==> config.mk <==
export PLATFORM = sky130hd
export DESIGN_NAME = usbrx_ls_rx
export DESIGN_NICKNAME = d
export VERILOG_FILES = /design/src/rtl/usbrx_pkg.sv /design/src/rtl/usbrx_sync_hunt.sv /design/src/rtl/usbrx_bit_engine.sv /design/src/rtl/usbrx_frame_ctl.sv /design/src/rtl/usbrx_ls_rx.sv
export SDC_FILE = /design/constraint.sdc
export NUM_CORES = 1
export LEC_CHECK = 0
export ABC_AREA = 1
export BUFFER_PORTS_ARGS = -buffer_cell sky130_fd_sc_hd__buf_2
export CAP_MARGIN = 30
export CELL_PAD_IN_SITES_DETAIL_PLACEMENT = 0
export CELL_PAD_IN_SITES_GLOBAL_PLACEMENT = 2
export CORE_MARGIN = 2
export CORE_UTILIZATION = 38
export CTS_BUF_LIST = sky130_fd_sc_hd__clkbuf_4
export CTS_CLUSTER_SIZE = 28
export DETAILED_ROUTE_END_ITERATION = 6
export HOLD_SLACK_MARGIN = 0.1
export PLACE_DENSITY = 0.93
export SLEW_MARGIN = 20
export SYNTH_ARGS = -nofsm -noshare
export SYNTH_HDL_FRONTEND = slang
export SYNTH_SLANG_ARGS = --single-unit
==> constraint.sdc <==
create_clock -name clk -period 2.4 [get_ports clk]
set_input_delay 0.36 -clock clk [delete_from_list [all_inputs] [get_ports clk]]
set_output_delay 0.36 -clock clk [all_outputs]
set_load 0.02 [all_outputs]
==> src/rtl/usbrx_pkg.sv <==
package usbrx_pkg;
  localparam int BYTE_W = 8;

  typedef enum logic [1:0] {
    HS_WAIT_IDLE,
    HS_HUNT_EDGE,
    HS_CONFIRM
  } hunt_state_t;

  function automatic logic line_is_j(input logic p, input logic m);
    return !p && m;
  endfunction

  function automatic logic line_is_k(input logic p, input logic m);
    return p && !m;
  endfunction

  function automatic logic line_is_se0(input logic p, input logic m);
    return !p && !m;
  endfunction
endpackage

==> src/rtl/usbrx_sync_hunt.sv <==
module usbrx_sync_hunt import usbrx_pkg::*; #(
  parameter int OVS = 8
) (
  input  logic clk,
  input  logic rst_n,
  input  logic dp,
  input  logic dm,
  input  logic busy,
  output logic lock
);
  localparam int CONF_AT = OVS + OVS / 2 - 1;
  localparam int CW      = $clog2(CONF_AT + 1);

  hunt_state_t     state;
  logic [CW-1:0]   cnt;

  always_ff @(posedge clk) begin
    if (!rst_n) begin
      state <= HS_WAIT_IDLE;
      cnt   <= '0;
      lock  <= 1'b0;
    end else begin
      lock <= 1'b0;
      if (busy) begin
        state <= HS_WAIT_IDLE;
        cnt   <= '0;
      end else begin
        unique case (state)
          HS_WAIT_IDLE: if (line_is_j(dp, dm)) state <= HS_HUNT_EDGE;
          HS_HUNT_EDGE: if (line_is_k(dp, dm)) begin
            state <= HS_CONFIRM;
            cnt   <= '0;
          end
          HS_CONFIRM: begin
            if (cnt == CW'(CONF_AT)) begin
              if (line_is_k(dp, dm)) begin
                lock  <= 1'b1;
                state <= HS_WAIT_IDLE;
              end else begin
                state <= HS_HUNT_EDGE;
              end
            end else begin
              cnt <= cnt + 1'b1;
            end
          end
          default: state <= HS_WAIT_IDLE;
        endcase
      end
    end
  end
endmodule

==> src/rtl/usbrx_bit_engine.sv <==
module usbrx_bit_engine import usbrx_pkg::*; #(
  parameter int OVS       = 8,
  parameter int STUFF_RUN = 6
) (
  input  logic              clk,
  input  logic              rst_n,
  input  logic              dp,
  input  logic              dm,
  input  logic              lock,
  input  logic              abort,
  output logic              active,
  output logic              byte_done,
  output logic [BYTE_W-1:0] byte_data,
  output logic              line_end
);
  localparam int TW = (OVS > 1) ? $clog2(OVS) : 1;
  localparam int OW = $clog2(STUFF_RUN + 1);
  localparam int PW = $clog2(BYTE_W);

  logic [TW-1:0]     timer, timer_nx;
  logic              prev_lvl;
  logic [OW-1:0]     ones;
  logic [PW-1:0]     bitpos;
  logic [BYTE_W-1:0] shreg;

  logic sample, se0_hit, stuffed, bitv;

  generate
    if ((OVS & (OVS - 1)) == 0) begin : g_wrap_pow2
      assign timer_nx = timer + 1'b1;
    end else begin : g_wrap_cmp
      assign timer_nx = (timer == TW'(OVS - 1)) ? '0 : timer + 1'b1;
    end
  endgenerate

  assign sample  = active && (timer == TW'(OVS - 1));
  assign se0_hit = sample && line_is_se0(dp, dm) && (bitpos != '0);
  assign stuffed = (ones == OW'(STUFF_RUN));
  assign bitv    = (dm == prev_lvl);

  always_ff @(posedge clk) begin
    if (!rst_n) begin
      active    <= 1'b0;
      timer     <= '0;
      prev_lvl  <= 1'b0;
      ones      <= '0;
      bitpos    <= '0;
      shreg     <= '0;
      byte_done <= 1'b0;
      byte_data <= '0;
      line_end  <= 1'b0;
    end else begin
      byte_done <= 1'b0;
      line_end  <= 1'b0;
      if (lock) begin
        active   <= 1'b1;
        timer    <= TW'(1);
        prev_lvl <= 1'b0;
        ones     <= '0;
        bitpos   <= '0;
      end else if (active) begin
        if (abort) begin
          active <= 1'b0;
        end else begin
          timer <= timer_nx;
          if (se0_hit) begin
            active   <= 1'b0;
            line_end <= 1'b1;
          end else if (sample) begin
            prev_lvl <= dm;
            if (stuffed) begin
              ones <= '0;
            end else begin
              ones   <= bitv ? ones + 1'b1 : '0;
              shreg  <= {bitv, shreg[BYTE_W-1:1]};
              bitpos <= bitpos + 1'b1;
              if (bitpos == PW'(BYTE_W - 1)) begin
                byte_done <= 1'b1;
                byte_data <= {bitv, shreg[BYTE_W-1:1]};
              end
            end
          end
        end
      end
    end
  end
endmodule

==> src/rtl/usbrx_frame_ctl.sv <==
module usbrx_frame_ctl import usbrx_pkg::*; #(
  parameter int BUF_BYTES = 8,
  localparam int CNT_W    = $clog2(BUF_BYTES + 1)
) (
  input  logic              clk,
  input  logic              rst_n,
  input  logic              lock,
  input  logic              byte_done,
  input  logic [BYTE_W-1:0] byte_data,
  input  logic              line_end,
  input  logic              out_ready,
  output logic              out_valid,
  output logic [BYTE_W-1:0] out_data,
  output logic              pkt_end,
  output logic [CNT_W-1:0]  pkt_bytes,
  output logic              overflow,
  output logic              abort
);
  logic [CNT_W-1:0] remaining;

  assign abort = byte_done && (remaining == '0);

  always_ff @(posedge clk) begin
    if (!rst_n) begin
      remaining <= '0;
      out_valid <= 1'b0;
      out_data  <= '0;
      pkt_end   <= 1'b0;
      pkt_bytes <= '0;
      overflow  <= 1'b0;
    end else begin
      pkt_end  <= 1'b0;
      overflow <= 1'b0;
      if (lock) remaining <= CNT_W'(BUF_BYTES);
      if (byte_done && !abort) begin
        remaining <= remaining - 1'b1;
        out_valid <= 1'b1;
        out_data  <= byte_data;
      end else if (out_valid && out_ready) begin
        out_valid <= 1'b0;
      end
      if (abort) overflow <= 1'b1;
      if (line_end) begin
        pkt_end   <= 1'b1;
        pkt_bytes <= CNT_W'(BUF_BYTES) - remaining;
      end
    end
  end
endmodule

==> src/rtl/usbrx_ls_rx.sv <==
module usbrx_ls_rx import usbrx_pkg::*; #(
  parameter int OVS       = 8,
  parameter int BUF_BYTES = 8,
  parameter int STUFF_RUN = 6,
  localparam int CNT_W    = $clog2(BUF_BYTES + 1)
) (
  input  logic             clk,
  input  logic             rst_n,
  input  logic             dp,
  input  logic             dm,
  output logic             out_valid,
  input  logic             out_ready,
  output logic [7:0]       out_data,
  output logic             pkt_end,
  output logic [CNT_W-1:0] pkt_bytes,
  output logic             overflow
);
  logic              lock, active, byte_done, line_end, abort;
  logic [BYTE_W-1:0] byte_data;

  usbrx_sync_hunt #(.OVS(OVS)) u_hunt (
    .clk(clk), .rst_n(rst_n), .dp(dp), .dm(dm),
    .busy(active), .lock(lock)
  );

  usbrx_bit_engine #(.OVS(OVS), .STUFF_RUN(STUFF_RUN)) u_bits (
    .clk(clk), .rst_n(rst_n), .dp(dp), .dm(dm),
    .lock(lock), .abort(abort), .active(active),
    .byte_done(byte_done), .byte_data(byte_data), .line_end(line_end)
  );

  usbrx_frame_ctl #(.BUF_BYTES(BUF_BYTES)) u_frame (
    .clk(clk), .rst_n(rst_n), .lock(lock),
    .byte_done(byte_done), .byte_data(byte_data), .line_end(line_end),
    .out_ready(out_ready), .out_valid(out_valid), .out_data(out_data),
    .pkt_end(pkt_end), .pkt_bytes(pkt_bytes), .overflow(overflow),
    .abort(abort)
  );
endmodule

==> implementation parameters <==
Parameter                              Value

Pwr
  PnR Total Power ... 1640 µW
  Leak Pwr ... around 0.0013 µW
  Worst ir drop on vdd ... approximately 0.3 mV
  Power per Cell Area ... 616 nW/µm²

Yosys
  Share of synthesized cell area in and, or, nand and nor gates ... between 20% and 30%
  Synthesized-area fraction occupied by xor and xnor cells ... 0.722%
  Distinct cell type count after synthesis ... 27
  Average cell area after synthesis ... between 7 and 8 µm²
  Number of flops mapped to enable cells by yosys ... 0
  Netlist area before placement ... 2430 µm²
  Mux cell area share after synthesis ... 0%
  Combinational family with the most area after synthesis ... simple AND/OR/NAND/NOR gates
  Post-synthesis register bit count ... 54
  Portion of the post-synthesis area used by sequential elements ... between 40% and 50%
  Post-synthesis compound-gate area fraction ... between 10% and 20%
  Number of cells produced by synthesis ... roughly 330
  Share of flip-flops with an asynchronous set or reset after synthesis ... 0%
  Dominant register cell in the synthesized netlist ... sky130_fd_sc_hd__dfxtp_1
  Total nets after synthesis ... ~340
  Adder-Cell Fraction of Synth Area ... 6.70%
  Synthesis Warnings ... 0

Clocking
  CTS tree ... built
  Number of buffers on the longest clock path ... 2
  Library cell used as clock root buffer ... sky130_fd_sc_hd__clkbuf_4
  CTS clock-pin slew for the worst setup and hold paths ... approximately 0.15 ns
  Worst-skew pair later-pin latency ... roughly 0.37 ns
  Count of clock tree sinks ... 54
  Num CTS Buffers ... 5
  Number of H-tree levels ... 2
  Post-CTS Setup Repair Bufs ... 0
  Number of buffers added to fix hold violations after cts ... 0
  Quantity of gates resized following cts ... 0

STA
  Maximum frequency from static timing analysis ... around 0.57 GHz
  Final critical-path setup slack ... 0.651 ns
  Number of hold violations in the final report ... 0
  Final critical-path required period ... 1.75 ns
  Worst slew pin tran ... 0.520 ns
  Max-slew violation count ... 0
  Unrepaired setup endpoints after global routing ... false
  Hold_ws ... 0.215 ns
  Final-layout setup total negative slack ... 0 ns
  Max Clock Skew ... 0.0101 ns
  Slew headroom ... between 60% and 70%
  Final number of setup-violating endpoints ... 0
  Ratio of final minimum period to clock period ... between 70% and 80%

Setup path
  Endpoint of the worst register-to-register path ... u_bits.byte_data[5]$_SDFFE_PN0P_
  Element type at the critical path start ... flip-flop
  Arrival time of the worst setup path ... 2.02 ns
  Required time of the critical path ... 2.67 ns
  Endpoint of the worst setup timing path ... u_bits.byte_data[5]$_SDFFE_PN0P_
  Category of the critical setup timing path ... flip-flop to flip-flop
  Start of the worst register-to-register path ... u_bits.timer[0]$_SDFFE_PN0P_
  Register-to-register setup slack ... 0.65 ns
  Top fanout value on the critical path ... 16
  Critical path launch point ... u_bits.timer[0]$_SDFFE_PN0P_
  Worst reg-to-reg path cell count ... 8
  Endpoint class of the critical path ... flip-flop

Die
  Effective utilization at floorplan ... between 30% and 40%
  I/O pin count ... 20
  DIE HEIGHT ... roughly 84 µm
  Die Area ... between 7000 and 8000 µm²
  Count of standard-cell rows ... 29
  Area inside the core boundary ... around 6300 µm²
  Die width ... 83.9 µm

Placed design
  Port-buffer cells ... 19
  Number of placed instances, taps included ... 416
  Final estimated routing congestion in global placement ... around 0.78
  Sum of net half-perimeters after detailed placement ... 3270 µm
  Worst slack at placement ... 0.669 ns

Route
  Remaining number of nets flagged by the antenna check after routing ... 0
  Average via count per standard cell ... approximately 4.5
  DR pass1 iterations ... 4
  Via count ... 1,924
  DR WL/cell ... 10.8 µm
  Number of design-rule violations left by the first detailed-router iteration ... 106
  Remaining routing DRC violations ... 0
  Total wire length after detailed routing ... 4560 µm

Cells and area
  Fin nets ... 364
  Number of diodes added for antenna fixing ... 0
  Fill count ... 662
  Area of the multi-input gates ... approximately 1100 µm²
  Synth-to-layout area growth ... 10.1%
  Commonest non-fill, non-tap cell in the layout ... sky130_fd_sc_hd__nor2_1
  Final Non-Filler Cells ... approximately 420
  Share of final-layout standard cells stronger than drive strength 1 ... 12.1%
  Storage element area ... between 1000 and 1500 µm²
  Leading cell types in the layout, fill and taps excluded ... 56 x sky130_fd_sc_hd__nor2_1, 54 x sky130_fd_sc_hd__inv_1, 54 x sky130_fd_sc_hd__dfxtp_1

Status
  Result of the run ... finished clean

Global routing
  Global-route usage over all layers ... about 14%
  Grt ovf ... 0
  Number of antenna violations at the first check in global routing ... 0
  Vias in the first global route ... 1,780
  Pin count of the biggest net entering global routing ... 23
  First-pass GRT wire length ... 8200 µm

Flow run
  Max Cap Violations ... 0

Hold path
  Worst Hold Class ... input pin to flip-flop
Yosys cell counts (3+ instances only):
| master | n | area share (%) |
|---|---|---|
| sky130_fd_sc_hd__nor2_1 | 56 | 8.7 |
| sky130_fd_sc_hd__dfxtp_1 | 54 | 45 |
| sky130_fd_sc_hd__inv_1 | 54 | 8.4 |
| sky130_fd_sc_hd__nand2_1 | 52 | 8.0 |
| sky130_fd_sc_hd__a21oi_1 | 26 | 5.4 |
| sky130_fd_sc_hd__o21ai_0 | 24 | 4.9 |
| sky130_fd_sc_hd__ha_1 | 13 | 6.7 |
| sky130_fd_sc_hd__nand3_1 | 9 | 1.9 |
| sky130_fd_sc_hd__o21bai_1 | 6 | 1.9 |
| sky130_fd_sc_hd__clkbuf_1 | 3 | 0.46 |
| sky130_fd_sc_hd__nor2_2 | 3 | 0.77 |
| sky130_fd_sc_hd__nor3_1 | 3 | 0.62 |
state kept, by name (all words and copies together), names as in the netlist:
signal and count:
u_bits.byte_data 8, u_bits.ones 3, u_hunt.cnt 4, u_bits.active 1, u_bits.shreg 7, u_bits.byte_done 1, u_frame.overflow 1, u_bits.prev_lvl 1
u_hunt.state 2, u_frame.out_data 8, u_bits.bitpos 3, u_hunt.lock 1, u_bits.timer 3, u_frame.out_valid 1, u_frame.pkt_end 1, u_bits.line_end 1
u_frame.pkt_bytes 4, u_frame.remaining 4
how the worst min path moves through the flow:
stage / cells past startpoint / from / slack [ns] / endpoint
3_3_place_gp: 2 / u_bits.byte_data[1]$_SDFFE_PN0P_ / 0.44 / u_frame.out_data[1]$_SDFFE_PN0P_
6_report: 4 / out_ready / 0.21 / u_frame.out_valid$_SDFFE_PN0P_
5_1_grt: 4 / out_ready / 0.21 / u_frame.out_valid$_SDFFE_PN0P_
3_5_place_dp: 2 / u_bits.byte_data[1]$_SDFFE_PN0P_ / 0.44 / u_frame.out_data[1]$_SDFFE_PN0P_
4_1_cts: 4 / out_ready / 0.19 / u_frame.out_valid$_SDFFE_PN0P_
2_1_floorplan: 2 / u_bits.byte_data[0]$_SDFFE_PN0P_ / 0.43 / u_frame.out_data[0]$_SDFFE_PN0P_
per-layer routing:
layer  track usage, %  up-vias  wire [µm]  share of wire [%]
met4             5.28        0         30               0.66
met5                0        -          0                  0
met2             20.9       24       1980                 43
met1             20.6      844       2420                 53
li1                 -     1054          -                  -
met3             2.47        2        133                2.9
layout make-up:
type                    count  area share, %
multi-input cells         209           41.1
flip-flops and latches     54           40.5
inverters                  56           7.87
repair buffers             20           3.84
well taps                  77           3.61
clock buffers               6           1.69
clock inverters             2           1.41
power by group:
group	leakage (µW)	internal [µW]	switching [µW]	total, µW
clock network	0.0000419	232	287	519
registers	0.000435	921	22.1	943
logic	0.000818	65.4	118	183
metrics by stage:
| step | util [%] | instance area [µm²] |
|---|---|---|
| after floorplan | - | 2430 |
| after global placement | 41.2 | 2590 |
| after detailed placement | 41.2 | 2590 |
| after CTS | 42.6 | 2670 |
| after global routing | 42.6 | 2670 |
| final | 42.6 | 2670 |
cell families after synthesis:
family / count (synthesis)
xor+xnor: 2
flops: 54
compound gates: 58
simple gates: 136
buf+inv: 62
fa+ha+maj: 13
critical path, cell delays in order, from the launching register on:
cell	delay [ns]
sky130_fd_sc_hd__dfxtp_1	0.35
sky130_fd_sc_hd__ha_1	0.20
sky130_fd_sc_hd__ha_1	0.21
sky130_fd_sc_hd__nand2_1	0.11
sky130_fd_sc_hd__inv_2	0.08
sky130_fd_sc_hd__nand3_4	0.09
sky130_fd_sc_hd__nand4_2	0.34
sky130_fd_sc_hd__nor2_1	0.21
sky130_fd_sc_hd__nor2_1	0.06
Note: power is estimated with default switching activity, not from simulation.
